[config.mk]
export PLATFORM = sky130hd
export DESIGN_NAME = pwr_mode_ctrl
export DESIGN_NICKNAME = d
export VERILOG_FILES = /design/src/rtl/pwr_mode_ctrl.sv
export SDC_FILE = /design/constraint.sdc
export NUM_CORES = 1
export LEC_CHECK = 0
export ABC_AREA = 1
export CAP_MARGIN = 40
export CORE_UTILIZATION = 40
export DETAILED_ROUTE_END_ITERATION = 8
export GPL_ROUTABILITY_DRIVEN = 0
export PLACE_DENSITY = 0.89
export SLEW_MARGIN = 0
export SYNTH_ARGS = -nofsm -noshare
export SYNTH_HDL_FRONTEND = slang
export SYNTH_SLANG_ARGS = --single-unit
[constraint.sdc]
create_clock -name clk -period 2.6 [get_ports clk]
set_input_delay 0.52 -clock clk [delete_from_list [all_inputs] [get_ports clk]]
set_output_delay 0.52 -clock clk [all_outputs]
set_load 0.02 [all_outputs]
[src/rtl/pwr_mode_ctrl.sv]
module pwr_mode_ctrl #(
  parameter int NWAKE = 2
) (
  input  logic             clk,
  input  logic             rst_n,
  input  logic             sup_above_on,
  input  logic             sup_at_off,
  input  logic             rst_pin,
  input  logic             sw_rst,
  input  logic             wdt_tmo,
  input  logic             fly_tmo,
  input  logic             st_tmo,
  input  logic             cpu_tmr_wake,
  input  logic             ext_irq,
  input  logic [NWAKE-1:0] wake_pin,
  input  logic             sleep_req,
  input  logic [2:0]       sleep_dst,
  input  logic             xtal_req,
  input  logic             xtal_stable,
  input  logic             radio_cfg_set,
  input  logic             tx_req,
  input  logic             rx_req,
  input  logic             cpu_abort,
  input  logic             engine_done,
  input  logic             cause_clr,
  output logic [2:0]       mode,
  output logic             sor,
  output logic             clk_xtal,
  output logic             radio_cfg_valid,
  output logic             tx_en,
  output logic             rx_en,
  output logic [6:0]       rst_cause,
  output logic             cpu_run,
  output logic             core_pwr_en,
  output logic             radio_pwr_en,
  output logic             fly_en,
  output logic             ind_o,
  output logic             ind_oe
);
  localparam logic [2:0] M_OFF = 3'd0, M_DEEP = 3'd1, M_FLY = 3'd2,
                         M_SHORT = 3'd3, M_STBY = 3'd4, M_CPU = 3'd5;

  logic [2:0] mode_q, mode_n;
  logic       clk_q, clk_n, cfg_q, cfg_n, tx_q, tx_n, rx_q, rx_n;
  logic [6:0] cause_q, cause_n, cause_sel;
  logic       sor_q, seen_q, ind_q;

  wire in_off   = mode_q == M_OFF;
  wire in_deep  = mode_q == M_DEEP;
  wire in_fly   = mode_q == M_FLY;
  wire in_short = mode_q == M_SHORT;
  wire in_stby  = mode_q == M_STBY;
  wire in_cpu   = mode_q == M_CPU;

  wire shut   = !in_off && sup_at_off;
  wire s_sup  = in_off && sup_above_on;
  wire s_ill  = mode_q > M_CPU;
  wire s_pin  = !in_off && rst_pin;
  wire s_wdt  = !in_off && wdt_tmo;
  wire s_fly  = !in_off && !in_deep && fly_tmo;
  wire s_sw   = in_cpu && sw_rst;
  wire s_wake = (in_deep || in_fly) && |wake_pin;
  wire sor_ev = !shut && (s_sup || s_ill || s_pin || s_wdt || s_fly || s_sw || s_wake);

  wire go_sleep  = in_cpu && sleep_req && sleep_dst >= M_DEEP && sleep_dst <= M_STBY;
  wire drop_rad  = shut || sor_ev || (go_sleep && sleep_dst <= M_SHORT);
  wire eng_stop  = drop_rad || engine_done || (in_cpu && cpu_abort);
  wire eng_ok    = in_cpu && clk_q && xtal_stable && cfg_q && !tx_q && !rx_q;

  always_comb begin
    if      (s_sup)  cause_sel = 7'b0000001;
    else if (s_ill)  cause_sel = 7'b1000000;
    else if (s_pin)  cause_sel = 7'b0000010;
    else if (s_wdt)  cause_sel = 7'b0001000;
    else if (s_fly)  cause_sel = 7'b0010000;
    else if (s_sw)   cause_sel = 7'b0000100;
    else             cause_sel = 7'b0100000;
  end

  always_comb begin
    mode_n = mode_q;
    if (shut)                                      mode_n = M_OFF;
    else if (sor_ev)                               mode_n = M_CPU;
    else if (go_sleep)                             mode_n = sleep_dst;
    else if (in_stby && (cpu_tmr_wake || ext_irq)) mode_n = M_CPU;
    else if (in_short && st_tmo)                   mode_n = M_CPU;
  end

  assign clk_n   = drop_rad ? 1'b0 : in_cpu ? (xtal_req && xtal_stable) : clk_q;
  assign cfg_n   = drop_rad ? 1'b0 : (in_cpu && radio_cfg_set) ? 1'b1 : cfg_q;
  assign tx_n    = eng_stop ? 1'b0 : tx_q || (eng_ok && tx_req);
  assign rx_n    = eng_stop ? 1'b0 : rx_q || (eng_ok && rx_req && !tx_req);
  assign cause_n = sor_ev ? cause_sel : (in_cpu && cause_clr) ? '0 : cause_q;

  always_ff @(posedge clk or negedge rst_n) begin
    if (!rst_n) begin
      mode_q  <= M_OFF;
      clk_q   <= 1'b0;
      cfg_q   <= 1'b0;
      tx_q    <= 1'b0;
      rx_q    <= 1'b0;
      cause_q <= '0;
      sor_q   <= 1'b0;
      seen_q  <= 1'b0;
      ind_q   <= 1'b0;
    end else begin
      mode_q  <= mode_n;
      clk_q   <= clk_n;
      cfg_q   <= cfg_n;
      tx_q    <= tx_n;
      rx_q    <= rx_n;
      cause_q <= cause_n;
      sor_q   <= sor_ev;
      seen_q  <= seen_q || sup_above_on;
      ind_q   <= sup_above_on;
    end
  end

  assign mode            = mode_q;
  assign sor             = sor_q;
  assign clk_xtal        = clk_q;
  assign radio_cfg_valid = cfg_q;
  assign tx_en           = tx_q;
  assign rx_en           = rx_q;
  assign rst_cause       = cause_q;
  assign cpu_run         = in_cpu;
  assign core_pwr_en     = in_short || in_stby || in_cpu;
  assign radio_pwr_en    = in_stby || in_cpu;
  assign fly_en          = in_fly;
  assign ind_o           = ind_q;
  assign ind_oe          = seen_q;
endmodule

* Word level (Yosys, flattened, before mapping)
Cells that the tools add are included.
** Cells by class
- Equal/unequal tests :: 5
- Order comparisons :: 4
- Reduce and logical (&&, ||, !) cells :: 57
- Mux-type cells :: 19
** Operator list (number)
- $mux W7 :: 4
- $logic_and A1 B1 Y1 :: 27
- $mux W6 :: 4
- $logic_or A1 B1 Y1 :: 18
- $mux W3 :: 5
- $eq A3 B2 Y1 const B :: 2
- $eq A3 B3 Y1 const B :: 2
- $logic_not A1 Y1 :: 6
- $mux W1 :: 6
- $reduce_bool A2 Y1 :: 3
- $reduce_bool A5 Y1 :: 1
- $eq A3 B1 Y1 const B :: 1
- $ge A3 B1 Y1 const B :: 1
- $gt A3 B3 Y1 const B :: 1
- $le A3 B2 Y1 const B :: 1
- $le A3 B3 Y1 const B :: 1
- $logic_not A3 Y1 :: 1
- $reduce_or A2 Y1 :: 1
** Storage, ports and cells
- Output and inout port bits :: 21
- Word-level logic and storage cells :: 94
- Register bits after elaboration :: 17
- Input port bits :: 25

* Depth between registers and ports, before layout
- Depth after elaboration :: 14
- Gate-level depth with buffers :: 12
- Gate-level depth less buffers :: 11

* Worst setup path after synthesis
No wires, ideal clock.
- Path kind :: register to output
- Start point :: register mode_q[2] (netlist: mode[2])
- End point :: output core_pwr_en
- Arrival :: 1.197 ns
- Slack :: 0.883 ns
- Required time :: 2.080 ns
- Stages on the path, launching flop included :: 3
- Buffers on the path :: 0
- Path through :: dfrtp_1 -> inv_2 -> o21ai_0
** Between the ends
- Longest elaborated chain between the ends :: 3
- Elaborated cells between the ends (all ways) :: 5
- Classes of those cells :: eq/ne: 3; reduce/logical: 2
** Ends and longest elaborated chain
- from (decl) :: line 43 : logic [2:0] mode_q, mode_n;
- from (signal assigned) :: line 107 : mode_q <= mode_n;
- $eq A3 B2 Y1 / $eq A3 B3 Y1 (equally long branches) :: line 51, 52
- $logic_or A1 B1 Y1 :: line 127 : assign core_pwr_en = in_short || in_stby || in_cpu;
- $logic_or A1 B1 Y1 * :: line 127
- to (decl) :: line 34 : output logic core_pwr_en,
Every way passes the cells marked *; elsewhere a longest branch is shown, timed or not.

* Worst setup path in the final report
- Start point :: register mode_q[1] (netlist: mode[1])
- End point :: output cpu_run
** Between the ends
- Longest elaborated chain between the ends :: 1
** Ends and longest elaborated chain
- $eq A3 B3 Y1 :: line 53 : wire in_cpu = mode_q == M_CPU;
- to (decl) :: line 33 : output logic cpu_run,
Every way passes these cells.

==> impl_metrics.env <==
export IMPL_period_needed_ps=2350
export IMPL_die_height_um=53.4
export IMPL_setup_worst_path_class="register to output port"
export IMPL_synth_edff_count=0
export IMPL_grtUsageTotal_pct=19.8
export IMPL_diodes=0
export IMPL_final_setup_skew_ps=0.594
export IMPL_period_share_pct=90.3
export IMPL_p_total_uw=1320
export IMPL_rows=18
export IMPL_post_cts_buffers=0
export IMPL_grt_antenna_before_repair=0
export IMPL_required_ps=2080
export IMPL_io_pins=46
export IMPL_end_kind="output port"
export IMPL_grt_start_max_net_pins=18
export IMPL_setup_ws_ps=252
export IMPL_synthFlopType="dfrtp_1"
export IMPL_numClockSinks=17
export IMPL_grt_pass1_vias=992
export IMPL_ir_worst_vdd_mv=0.651
export IMPL_grt_ovfl_total=0
export IMPL_synthArstFlopShare_pct=100
export IMPL_drcViolationCount=0
export IMPL_core_area_um2=2500
export IMPL_worstMarginPinSlew_ps=741
export IMPL_ys_seq_elements=17
export IMPL_ys_top_cells_by_count="33 x nand2_1, 20 x inv_1, 18 x nand3_1"
export IMPL_dr_pass1_iters=4
export IMPL_slew_headroom_pct=50.4
export IMPL_synthesis_area_um2=1060
export IMPL_layout_drive_gt1_share_pct=15.1
export IMPL_hold_viol=0
export IMPL_yosys_warnings=0
export IMPL_drv_slew=0
export IMPL_fin_setup_tns_ps=0
export IMPL_setup_viol=0
export IMPL_status="finished clean"
export IMPL_arrival_ps=1830
export IMPL_yosys_cell_count_top_type="nand2_1"
export IMPL_p_leak_uw=0.000750
export IMPL_cts_tree="done"
export IMPL_postSynthCellCount=137
export IMPL_start_util_pct=42.3
export IMPL_num_vias=1050
export IMPL_post_dp_hpwl_mm=1.98
export IMPL_ant_nets=0
export IMPL_grt_setup_unrepaired="false"
export IMPL_fmax_mhz=426
export IMPL_dieWidth_um=53.4
export IMPL_min_path_type="register to register"
export IMPL_grt_pass1_wl_mm=4.02
export IMPL_wire_per_inst_um=11.6
export IMPL_ctsResizeCount=0
export IMPL_path_clk_slew_ps=90
export IMPL_path_common_cell="inv_1"
export IMPL_synth_top_area_cell="dfrtp_1"
export IMPL_synthTopCellsByArea="dfrtp_1 40%, nand2_1 12%, nand3_1 8.5%"
export IMPL_slowest_stage="clkdlybuf4s50_1"
export IMPL_clkLatencyLatePin_ps=290
export IMPL_ys_seq_area_share_pct=40.2
export IMPL_nNetsFinal=211
export IMPL_cts_buffer_depth=2
export IMPL_cap_violations=0
export IMPL_clockRootBuffer="clkbuf_4"
export IMPL_dp_slack_ps=568
export IMPL_vias_per_cell=4.88
export IMPL_power_density_nw_per_um2=843
export IMPL_netlist_area_leader_share_pct=40.2
export IMPL_wirelength_mm=2.49
export IMPL_io_buffers=45
export IMPL_syn_nets=162
export IMPL_synthDistinctLibCells=24
export IMPL_hold_buffers=0
export IMPL_fin_util_pct=62.6
export IMPL_dieArea_um2=2860
export IMPL_h_tree_depth=1
export IMPL_cp_slowest_stage_delay_ps=620
export IMPL_numCtsBuffers=3
export IMPL_syn_area_per_cell_um2=7.73
export IMPL_crit_chain="inv_1, nand3_2, inv_1, clkdlybuf4s50_1"
export IMPL_worstPathMaxFanout=10
export IMPL_startpoint_type="register"
export IMPL_areaGrowthSynthToFinish_pct=47.9
export IMPL_drtIter0Drc=15
==> metal layers <==
metal	track usage [%]	up-vias	part of all wire (%)
li1	-	527	-
met1	23.3	477	43
met2	35.0	41	51
met3	3.45	5	5.2
met4	7.89	0	1.5
met5	0	-	0
==> registers in the layout, summed over array words and instances (netlist names) <==
signal           count
mode                 3
rx_en                1
tx_en                1
sor                  1
ind_o                1
ind_oe               1
radio_cfg_valid      1
rst_cause            7
clk_xtal             1
==> metrics by stage <==
step | hold slack (ps) | area, µm² | instances
3_3_place_gp | 453 | 1540 | 211
4_1_cts | 474 | 1570 | 215
3_5_place_dp | 448 | 1540 | 211
2_1_floorplan | 224 | 1060 | 137
5_1_grt | 482 | 1570 | 215
6_report | 469 | 1570 | 215
==> cells in the final DEF (no fill, tap or decap) <==
cell,count
nor2_8,1
nand3b_1,2
nand2_4,3
nand3_1,18
dfrtp_1,17
a21oi_1,3
o21ai_0,2
nand4_1,4
o21bai_1,1
nor2_4,3
or2_2,2
clkbuf_1,1
inv_1,20
o21ai_1,1
a21o_1,1
a21oi_4,1
clkbuf_4,3
nor3_1,1
clkdlybuf4s50_1,45
inv_2,6
nor2_1,8
nand3_2,3
nand2_2,4
nor2_2,1
nand2_1,33
o21ai_4,1
==> power breakdown <==
group	internal [µW]	switching, µW	leakage (µW)	total, µW
clock	59.8	83.5	0.0000150	143
sequential	323	66.9	0.000219	390
combinational	316	471	0.000517	787
total	699	621	0.000750	1320
==> worst max-delay path, delay by kind of cell, from the launching register on <==
family | cells | cell delay (ps)
AND/OR/NAND/NOR | 1 | 100
flip-flops | 1 | 520
buffers and inverters | 3 | 910
==> area by class of cell <==
type	count	area, µm²
flip-flops and latches	17	425
clock buffers	4	26.3
inverters	26	97.6
multi-input cells	93	528
repair buffers	45	450
fillers	213	935
well taps	30	37.5
==> cell families after synthesis <==
| group | Yosys count | synth area share (%) |
|---|---|---|
| and+or+nand+nor | 83 | 42.6 |
| AOI/OAI and AO/OA | 10 | 7.33 |
| DFF | 17 | 40.2 |
| buffers and inverters | 27 | 9.93 |
==> final timing paths <==
check	startpoint	endpoint	slack, ps	cells past startpoint
max reg2reg	mode[2]	mode[2]	890	10
min	ind_oe	ind_oe	470	1
min reg2reg	ind_oe	ind_oe	470	1
max in group asynchronous	rst_n	ind_o	1480	1
max	mode[1]	cpu_run	250	4
min in group asynchronous	rst_n	rst_cause[4]	660	1
No activity file was read; power rests on OpenSTA's default activity.
